--- src/rtl/trap_pkg.sv ---
package trap_pkg;
    localparam int CLS_A_N = 4;
    localparam int CLS_B_N = 4;
    localparam int FLAG_W  = CLS_A_N + CLS_B_N;
    localparam int TNUM_W  = 7;
    localparam int PRIO_W  = 2;
    localparam int OFS_W   = 16;
    localparam int A_IW    = $clog2(CLS_A_N);

    typedef enum logic [PRIO_W-1:0] {
        LVL_NONE = 2'd0,
        LVL_B    = 2'd1,
        LVL_A    = 2'd2,
        LVL_RST  = 2'd3
    } lvl_e;

    localparam logic [TNUM_W-1:0] TNUM_RST    = 7'h00;
    localparam logic [TNUM_W-1:0] TNUM_A_BASE = 7'h02;
    localparam logic [TNUM_W-1:0] TNUM_B      = 7'h0A;

    typedef struct packed {
        logic              vld;
        lvl_e              lvl;
        logic [TNUM_W-1:0] num;
    } cand_t;

    function automatic logic [OFS_W-1:0] num2ofs(input logic [TNUM_W-1:0] n);
        return {{(OFS_W-TNUM_W-2){1'b0}}, n, 2'b00};
    endfunction

    function automatic logic [TNUM_W-1:0] a_num(input logic [A_IW-1:0] idx);
        return TNUM_A_BASE + {{(TNUM_W-A_IW-1){1'b0}}, idx, 1'b0};
    endfunction
endpackage

--- src/rtl/trap_flag_bank.sv ---
module trap_flag_bank
    import trap_pkg::*;
(
    input  logic              clk,
    input  logic              rst,
    input  logic [FLAG_W-1:0] evt_i,
    input  logic              rst_evt_i,
    input  logic              clr_we_i,
    input  logic [FLAG_W-1:0] clr_mask_i,
    input  logic [FLAG_W-1:0] take_mask_i,
    input  logic              take_rst_i,
    output logic [FLAG_W-1:0] flags_o,
    output logic [FLAG_W-1:0] pend_o,
    output logic              rst_pend_o
);
    logic [FLAG_W-1:0] clr_eff;

    // clearing happens first; a simultaneous event then sets the bit again
    assign clr_eff = clr_we_i ? clr_mask_i : '0;

    always_ff @(posedge clk) begin
        if (rst) begin
            flags_o    <= '0;
            pend_o     <= '0;
            rst_pend_o <= 1'b0;
        end else begin
            flags_o    <= (flags_o & ~clr_eff) | evt_i;
            pend_o     <= (pend_o & ~take_mask_i) | evt_i;
            rst_pend_o <= (rst_pend_o & ~take_rst_i) | rst_evt_i;
        end
    end
endmodule

--- src/rtl/trap_arbiter.sv ---
module trap_arbiter
    import trap_pkg::*;
(
    input  logic [FLAG_W-1:0] pend_i,
    input  logic              rst_pend_i,
    input  lvl_e              top_i,
    input  logic              room_i,
    output cand_t             cand_o,
    output logic              grant_o,
    output logic [FLAG_W-1:0] take_mask_o,
    output logic              take_rst_o
);
    logic            a_found;
    logic [A_IW-1:0] a_idx;

    always_comb begin
        a_found = 1'b0;
        a_idx   = '0;
        // scanning downward leaves the lowest pending index selected
        for (int i = CLS_A_N - 1; i >= 0; i--) begin
            if (pend_i[i]) begin
                a_found = 1'b1;
                a_idx   = A_IW'(i);
            end
        end

        if (rst_pend_i)
            cand_o = '{vld: 1'b1, lvl: LVL_RST, num: TNUM_RST};
        else if (a_found)
            cand_o = '{vld: 1'b1, lvl: LVL_A, num: a_num(a_idx)};
        else if (|pend_i[FLAG_W-1:CLS_A_N])
            cand_o = '{vld: 1'b1, lvl: LVL_B, num: TNUM_B};
        else
            cand_o = '{vld: 1'b0, lvl: LVL_NONE, num: '0};

        grant_o = cand_o.vld && (cand_o.lvl > top_i) && room_i;

        take_mask_o = '0;
        take_rst_o  = 1'b0;
        if (grant_o) begin
            case (cand_o.lvl)
                LVL_RST: take_rst_o = 1'b1;
                LVL_A:   take_mask_o[a_idx] = 1'b1;
                LVL_B:   take_mask_o[FLAG_W-1:CLS_A_N] = pend_i[FLAG_W-1:CLS_A_N];
                default: take_rst_o = 1'b0;
            endcase
        end
    end
endmodule

--- src/rtl/trap_nest_stack.sv ---
module trap_nest_stack
    import trap_pkg::*;
#(
    parameter int DEPTH = 3
) (
    input  logic clk,
    input  logic rst,
    input  logic push_i,
    input  lvl_e push_lvl_i,
    input  logic pop_i,
    output lvl_e top_o,
    output logic busy_o,
    output logic full_o
);
    localparam int CNT_W = $clog2(DEPTH + 1);

    lvl_e             stk [DEPTH];
    logic [CNT_W-1:0] cnt;
    logic             pop_eff;
    logic [CNT_W-1:0] wr_idx;
    logic [CNT_W-1:0] top_idx;

    assign pop_eff = pop_i && (cnt != '0);
    assign wr_idx  = cnt - CNT_W'(pop_eff);
    assign top_idx = cnt - 1'b1;
    assign busy_o  = (cnt != '0);
    assign full_o  = (cnt == CNT_W'(DEPTH));
    assign top_o   = busy_o ? stk[top_idx] : LVL_NONE;

    always_ff @(posedge clk) begin
        if (rst) begin
            cnt <= '0;
            for (int i = 0; i < DEPTH; i++) stk[i] <= LVL_NONE;
        end else begin
            if (push_i) stk[wr_idx] <= push_lvl_i;
            cnt <= wr_idx + CNT_W'(push_i);
        end
    end
endmodule

--- src/rtl/trap_ctrl.sv ---
module trap_ctrl
    import trap_pkg::*;
#(
    parameter int SEG_W      = 8,
    parameter int NEST_DEPTH = 3
) (
    input  logic                    clk,
    input  logic                    rst,
    input  logic [7:0]              evt_i,
    input  logic                    rst_evt_i,
    input  logic                    clr_we_i,
    input  logic [7:0]              clr_mask_i,
    input  logic                    sw_trap_i,
    input  logic [6:0]              sw_num_i,
    input  logic                    ret_i,
    input  logic [SEG_W-1:0]        seg_i,
    output logic [7:0]              flags_o,
    output logic                    req_o,
    output logic [6:0]              trap_num_o,
    output logic [1:0]              prio_o,
    output logic [SEG_W+OFS_W-1:0]  vec_addr_o,
    output logic                    irq_block_o
);
    logic [FLAG_W-1:0] pend;
    logic              rst_pend;
    logic [FLAG_W-1:0] take_mask;
    logic              take_rst;
    cand_t             cand;
    logic              grant;
    lvl_e              top_lvl;
    logic              stk_full;
    logic              hw_go;
    logic              sw_vld;
    logic [TNUM_W-1:0] sw_num;

    trap_flag_bank u_flags (
        .clk         (clk),
        .rst         (rst),
        .evt_i       (evt_i),
        .rst_evt_i   (rst_evt_i),
        .clr_we_i    (clr_we_i),
        .clr_mask_i  (clr_mask_i),
        .take_mask_i (take_mask),
        .take_rst_i  (take_rst),
        .flags_o     (flags_o),
        .pend_o      (pend),
        .rst_pend_o  (rst_pend)
    );

    trap_arbiter u_arb (
        .pend_i      (pend),
        .rst_pend_i  (rst_pend),
        .top_i       (top_lvl),
        .room_i      (!stk_full || ret_i),
        .cand_o      (cand),
        .grant_o     (grant),
        .take_mask_o (take_mask),
        .take_rst_o  (take_rst)
    );

    assign hw_go = grant;

    trap_nest_stack #(.DEPTH(NEST_DEPTH)) u_stack (
        .clk        (clk),
        .rst        (rst),
        .push_i     (hw_go),
        .push_lvl_i (cand.lvl),
        .pop_i      (ret_i),
        .top_o      (top_lvl),
        .busy_o     (irq_block_o),
        .full_o     (stk_full)
    );

    always_ff @(posedge clk) begin
        if (rst) begin
            req_o      <= 1'b0;
            trap_num_o <= '0;
            prio_o     <= '0;
            vec_addr_o <= '0;
            sw_vld     <= 1'b0;
            sw_num     <= '0;
        end else begin
            req_o <= 1'b0;
            if (hw_go) begin
                req_o      <= 1'b1;
                trap_num_o <= cand.num;
                prio_o     <= cand.lvl;
                vec_addr_o <= {seg_i, num2ofs(cand.num)};
            end else if (sw_vld) begin
                req_o      <= 1'b1;
                trap_num_o <= sw_num;
                prio_o     <= LVL_NONE;
                vec_addr_o <= {seg_i, num2ofs(sw_num)};
            end
            // a software trap waits while a hardware trap takes the slot
            sw_vld <= sw_trap_i | (sw_vld & hw_go);
            if (sw_trap_i) sw_num <= sw_num_i;
        end
    end
endmodule

--- config.mk ---
export PLATFORM = sky130hd
export DESIGN_NAME = trap_ctrl
export DESIGN_NICKNAME = d
export VERILOG_FILES = /design/src/rtl/trap_pkg.sv /design/src/rtl/trap_flag_bank.sv /design/src/rtl/trap_arbiter.sv /design/src/rtl/trap_nest_stack.sv /design/src/rtl/trap_ctrl.sv
export SDC_FILE = /design/constraint.sdc
export NUM_CORES = 1
export LEC_CHECK = 0
export ABC_CLOCK_PERIOD_IN_PS = 6750
export BUFFER_PORTS_ARGS = -buffer_cell sky130_fd_sc_hd__buf_2
export CORE_MARGIN = 3
export CORE_UTILIZATION = 45
export DETAILED_ROUTE_END_ITERATION = 8
export PLACE_DENSITY = 0.77
export SLEW_MARGIN = 0
export SYNTH_ARGS = -nofsm -noshare
export SYNTH_HDL_FRONTEND = slang
export SYNTH_SLANG_ARGS = --single-unit
--- constraint.sdc ---
create_clock -name clk -period 6.75 [get_ports clk]
set_input_delay 0.675 -clock clk [delete_from_list [all_inputs] [get_ports clk]]
set_output_delay 0.675 -clock clk [all_outputs]
set_load 0.05 [all_outputs]
Word level (Yosys, flattened, before mapping)
Memories as Yosys holds them, arrays and structs flattened.
Cells that the tools add are included.
- muxes and demuxes: 36
- $add $sub $neg: 4
- bitwise logic cells: 11
- eq/ne operators: 4
- reductions and logical operators: 10
- magnitude comparators: 3
- operators with widths (kind ; number):
    $mux 24 ; 2
    $mux 10 ; 3
    $mux 2 ; 9
    $and 8x8->8 ; 2
    $mux 8 ; 2
    $not 8->8 ; 2
    $or 8x8->8 ; 2
    $mux 1 ; 15
    $mux 7 ; 2
    $mux 4 ; 2
    $eq 2x2->1 const B ; 3
    $add 2x3->4 const A ; 1
    $logic_and 1x1->1 ; 4
    $lt 2x4->1 const B ; 1
    $reduce_bool 2->1 ; 2
    $reduce_or 4->1 ; 1
    $add 2x1->2 ; 1
    $and 1x1->1 ; 2
    $demux 1 s2 ; 1
    $eq 2x1->1 const B ; 1
    $ge 2x1->1 const B ; 1
    $gt 2x2->1 ; 1
    $or 1x1->1 ; 2
    $reduce_or 2->1 ; 1
    other kinds (5) ; 5
- register bits after elaboration: 52
- memories kept: 1
- RAM bits: 6
- bits of input ports: 37
- memory list (memory ; words ; bits a word ; read ports ; clocked after Yosys merged registers in ; wr ports ; RTL line ; text):
    u_stack.stk ; 3 ; 2 ; 1 ; 0 ; 3 ; trap_nest_stack.sv:17 ; lvl_e stk [DEPTH];

Longest topological paths before layout
- depth after elaboration: 15
- depth in mapped cells: 12
- mapped depth without buffers: 12

Hierarchy
From an unflattened synthesis, not the netlist that was laid out.
- cell total of the unflattened synthesis: 278
- area total of the unflattened synthesis: 2666.3 um^2
- by module, submodules not included (module ; cells each ; instances ; area each (um^2)):
    trap_ctrl ; 124 ; 1 ; 1184.9
    trap_flag_bank ; 63 ; 1 ; 613.1
    trap_nest_stack ; 44 ; 1 ; 523.0
    trap_arbiter ; 47 ; 1 ; 345.3

Worst setup path after synthesis
OpenSTA, ideal clock, no wires.
- path kind: register to register
- from: register u_flags.rst_pend_o
- to: register trap_num_o[1]
- data arrival time: 2720 ps
- data required time: 6664 ps
- slack: 3944 ps
- clock period less this slack: 2806 ps
- stages on the path, launching flop included: 9
- path through: dfxtp_1 > or4_4 > or2_2 > clkbuf_1 > ha_1 > and2b_1 > o211ai_1 > or4_2 > a211oi_1
- RTL lines (what ; RTL line ; text):
    from (decl) ; trap_flag_bank.sv:14 ; output logic rst_pend_o
    from (signal assigned) ; trap_flag_bank.sv:29 ; rst_pend_o <= (rst_pend_o & ~take_rst_i) | rst_evt_i;
    to (signal assigned) ; trap_ctrl.sv:86 ; trap_num_o <= cand.num;
    to (signal assigned) ; trap_ctrl.sv:91 ; trap_num_o <= sw_num;
    to (decl) ; trap_ctrl.sv:19 ; output logic [6:0] trap_num_o,

Worst setup path in the final report
- from: register u_flags.rst_pend_o
- to: register trap_num_o[1]
- cells in the longest elaborated chain, start to end: 5
- elaborated cells on any way between the ends: 6
- those cells by class: 1 x order compare; 2 x mux; 3 x reduce/logical
- RTL lines (what ; RTL line ; text):
    $mux 10 * ; trap_arbiter.sv:27 ; if (rst_pend_i)
    $gt 2x2->1 ; trap_arbiter.sv:36 ; grant_o = cand_o.vld && (cand_o.lvl > top_i) && room_i;
    $logic_and 1x1->1 (2 in series) ; trap_arbiter.sv:36 ;
    $mux 7 / $reduce_bool 2->1 (equally long branches) ; -- ;
Every way passes the cells marked *; elsewhere a longest branch is shown, timed or not.
A chain may end at the register's enable or synchronous reset.

==> reports/results.tsv <==
metric	value	unit
status	complete, no violations	
syn_area_per_cell	9.496	um2
asr flop ratio synth	0	
critical path class	flip-flop to flip-flop	
Hold EP	vec_addr_o[19]	
HP Start	vec_addr_o[19]	
Via density	5.026	
worst setup margin	3554	ps
gr usage total	0.1594	
WHS Path Cells	2	
register-to-register setup slack	3550	ps
Max H-tree Level	2	
Overflow after GRT	0	
setup TNS	0	ps
count of final setup violators	0	
CTS tree	built	
Placer Congestion	0.8376	
Clk pwr share	0.141	
CTS max path bufs	2	
global routing usage on met1	0.1950	
register area share after synthesis	0.4658	
clock tree sinks	53	
Core ar.	5172	um2
Synth Flop Type	dfxtp_1	
die height	79.79	um
post-CTS setup buffers	0	
first-pass GRT wire length	7948	um
switching share of power	0.4579	
max-cap violation count	0	
Leak Pwr	1.310	nW
Arrival @ worst endpoint	3410	ps
most frequent cells after synthesis	dfxtp_1, nand2_1, nor2_1	
layer with the highest usage	met2	
Initial Utilization	0.4736	
fin util	0.5416	
Setup Skew	6.459	ps
Pre-Repair DR Iteration Count	4	
layout cells sized above 1	0.2943	
Reg-to-Reg Start	u_flags.rst_pend_o	
Psw	0.5520	mW
drt initial violations	152	
VDD IR max	0.1813	mV
worst r2r dst	trap_num_o[1]	
NumNets Final	358	
via count	1940	
# IOs	80	
Netlist Area Pre-Place	2450	um2
global-route met2 utilization	0.2771	
Remaining DRCs	0	
pwr/cell area	430.3	nW/um2
post-layout min period	3196	ps
CTS buffer count	5	
fill cell count	475	
CP Capture Type	flip-flop	
Area Growth Syn to Fin	14.35	%
Min-Delay Path Class	flip-flop to flip-flop	
die area	6366	um2
Synth area leaders	dfxtp_1, edfxtp_1, mux2i_1, buf_4, nand2_1	
M3 GR Usage	0.03047	
Cell variety after synth	46	
CTS Hold Bufs	0	
sequential power share	0.361	
Pint	0.6535	mW
part of the cycle the worst path needs	0.4735	
fmax	312.9	MHz
Root Buffer	clkbuf_8	
largest net degree at the start of global routing	43	
PostCTS Resize Cnt	0	
WL final	5061	um
wire per inst	13.11	um
clock transition at the registers of the reported paths	90	ps
port bufs	70	
power share of the combinational group	0.498	
DP HPWL	3766	um
fin. max-slew vios	0	
Post-synth EDFFs	8	
final hold violation count	0	
Worst-Skew Late Latency	300	ps
number of global-route vias before repair	1753	
Mapped Cells	258	
RSZ-0062 raised after global routing	no	
Max-Slew Margin vs Limit	0.3803	
diodes inserted	0	
cell taking the most area after synthesis	dfxtp_1	
Worst EP required	6970	ps
die width	79.79	um
Post-Place Setup Slack	3610	ps
R2R depth	7	
post-synth top area share	0.3677	
most common cell in the synthesized netlist	dfxtp_1	
FP Rows	26	
post-route ant nets	0	
hold slack	464.2	ps
initial antenna violation count	0	
CP startpoint	u_flags.rst_pend_o	
number of synthesized register bits	53	
warnings from Yosys	0	
Setup crit start kind	flip-flop	
Crit Path Max Fanout	14	
Worst Tran Pin Value	925.4	ps
## critical path, cell delays in order (launching register included)
cell	delay [ps]
dfxtp_1	390
or4_4	580
or2_2	360
ha_1	320
and2b_1	140
o211ai_1	340
or4_2	750
a211oi_1	220
## how the worst max path moves through the flow
stage                          to  depth (start not counted)  slack (ps)
finish              trap_num_o[1]                          7        3550
global route        trap_num_o[2]                          7        3370
CTS                 trap_num_o[1]                          7        3590
detailed placement  trap_num_o[1]                          7        3610
global placement    trap_num_o[1]                          7        3720
floorplan           trap_num_o[1]                          8        3940
## area by class of cell
cell class,instances,area (um2),area share
clock buffer,6,72.57,0.02590
clock inverter,2,10.01,0.003573
inverter,16,60.06,0.02144
multi-input combinational,169,1080,0.3854
sequential,53,1141,0.4073
tap,70,87.58,0.03126
timing repair buffer,70,350.3,0.1251
## kinds of logic after synthesis
| logic type | count (synthesis) | synth area share |
|---|---|---|
| adders and majority gates | 6 | 0.03064 |
| and+or+nand+nor | 88 | 0.1767 |
| buffers and inverters | 44 | 0.1057 |
| AOI/OAI and AO/OA | 42 | 0.1129 |
| xor gates and xnor gates | 3 | 0.01073 |
| DFF | 53 | 0.4658 |
| other | 1 | 0.001531 |
| muxes | 21 | 0.09601 |
## per-layer routing
layer,up-vias,wire (um)
met5,-,0
met4,0,78
met3,7,207
met2,49,2578
met1,916,2196
li1,968,-
## stage by stage
stage,cell area (um2),std cells,power (mW)
after floorplan,2480,266,0.9488
after global placement,2719,378,1.027
after detailed placement,2719,378,1.043
after CTS,2801,386,1.215
after global routing,2801,386,1.284
final,2801,386,1.206
## registers in the layout, summed over array words and instances (netlist names)
signal / count
sw_vld: 1
req_o: 1
u_stack.cnt: 2
prio_o: 2
vec_addr_o: 9
u_flags.pend_o: 8
u_stack.stk: 8
u_flags.rst_pend_o: 1
trap_num_o: 6
u_flags.flags_o: 8
sw_num: 7
## layout by cell type (no fill, tap or decap), drive strengths merged
cell	count
buf	70
dfxtp	45
nand2	29
nor2	25
mux2i	19
a21oi	19
inv	16
nor3	13
conb	9
edfxtp	8
o21ai	6
ha	6
clkbuf	6
nor2b	4
o31ai	4
a211oi	4
or4	4
nor4	3
or2	2
mux4	2
xnor2	2
nand2b	2
clkinv	2
and2b	2
or3	2
and2	1
or2b	1
o211a	1
xor2	1
o211ai	1
a31o	1
o311a	1
o22ai	1
a221oi	1
a22oi	1
o2bb2ai	1
a31oi	1
## power by group through the flow
stage / Clock (mW) / Combinational (mW) / Sequential [mW]
floorplan: 0 / 0.395 / 0.554
global placement: 0 / 0.586 / 0.441
detailed placement: 0 / 0.599 / 0.444
CTS: 0.178 / 0.601 / 0.437
global route: 0.189 / 0.650 / 0.445
finish: 0.170 / 0.601 / 0.435
(Power assumes the default switching activity.)
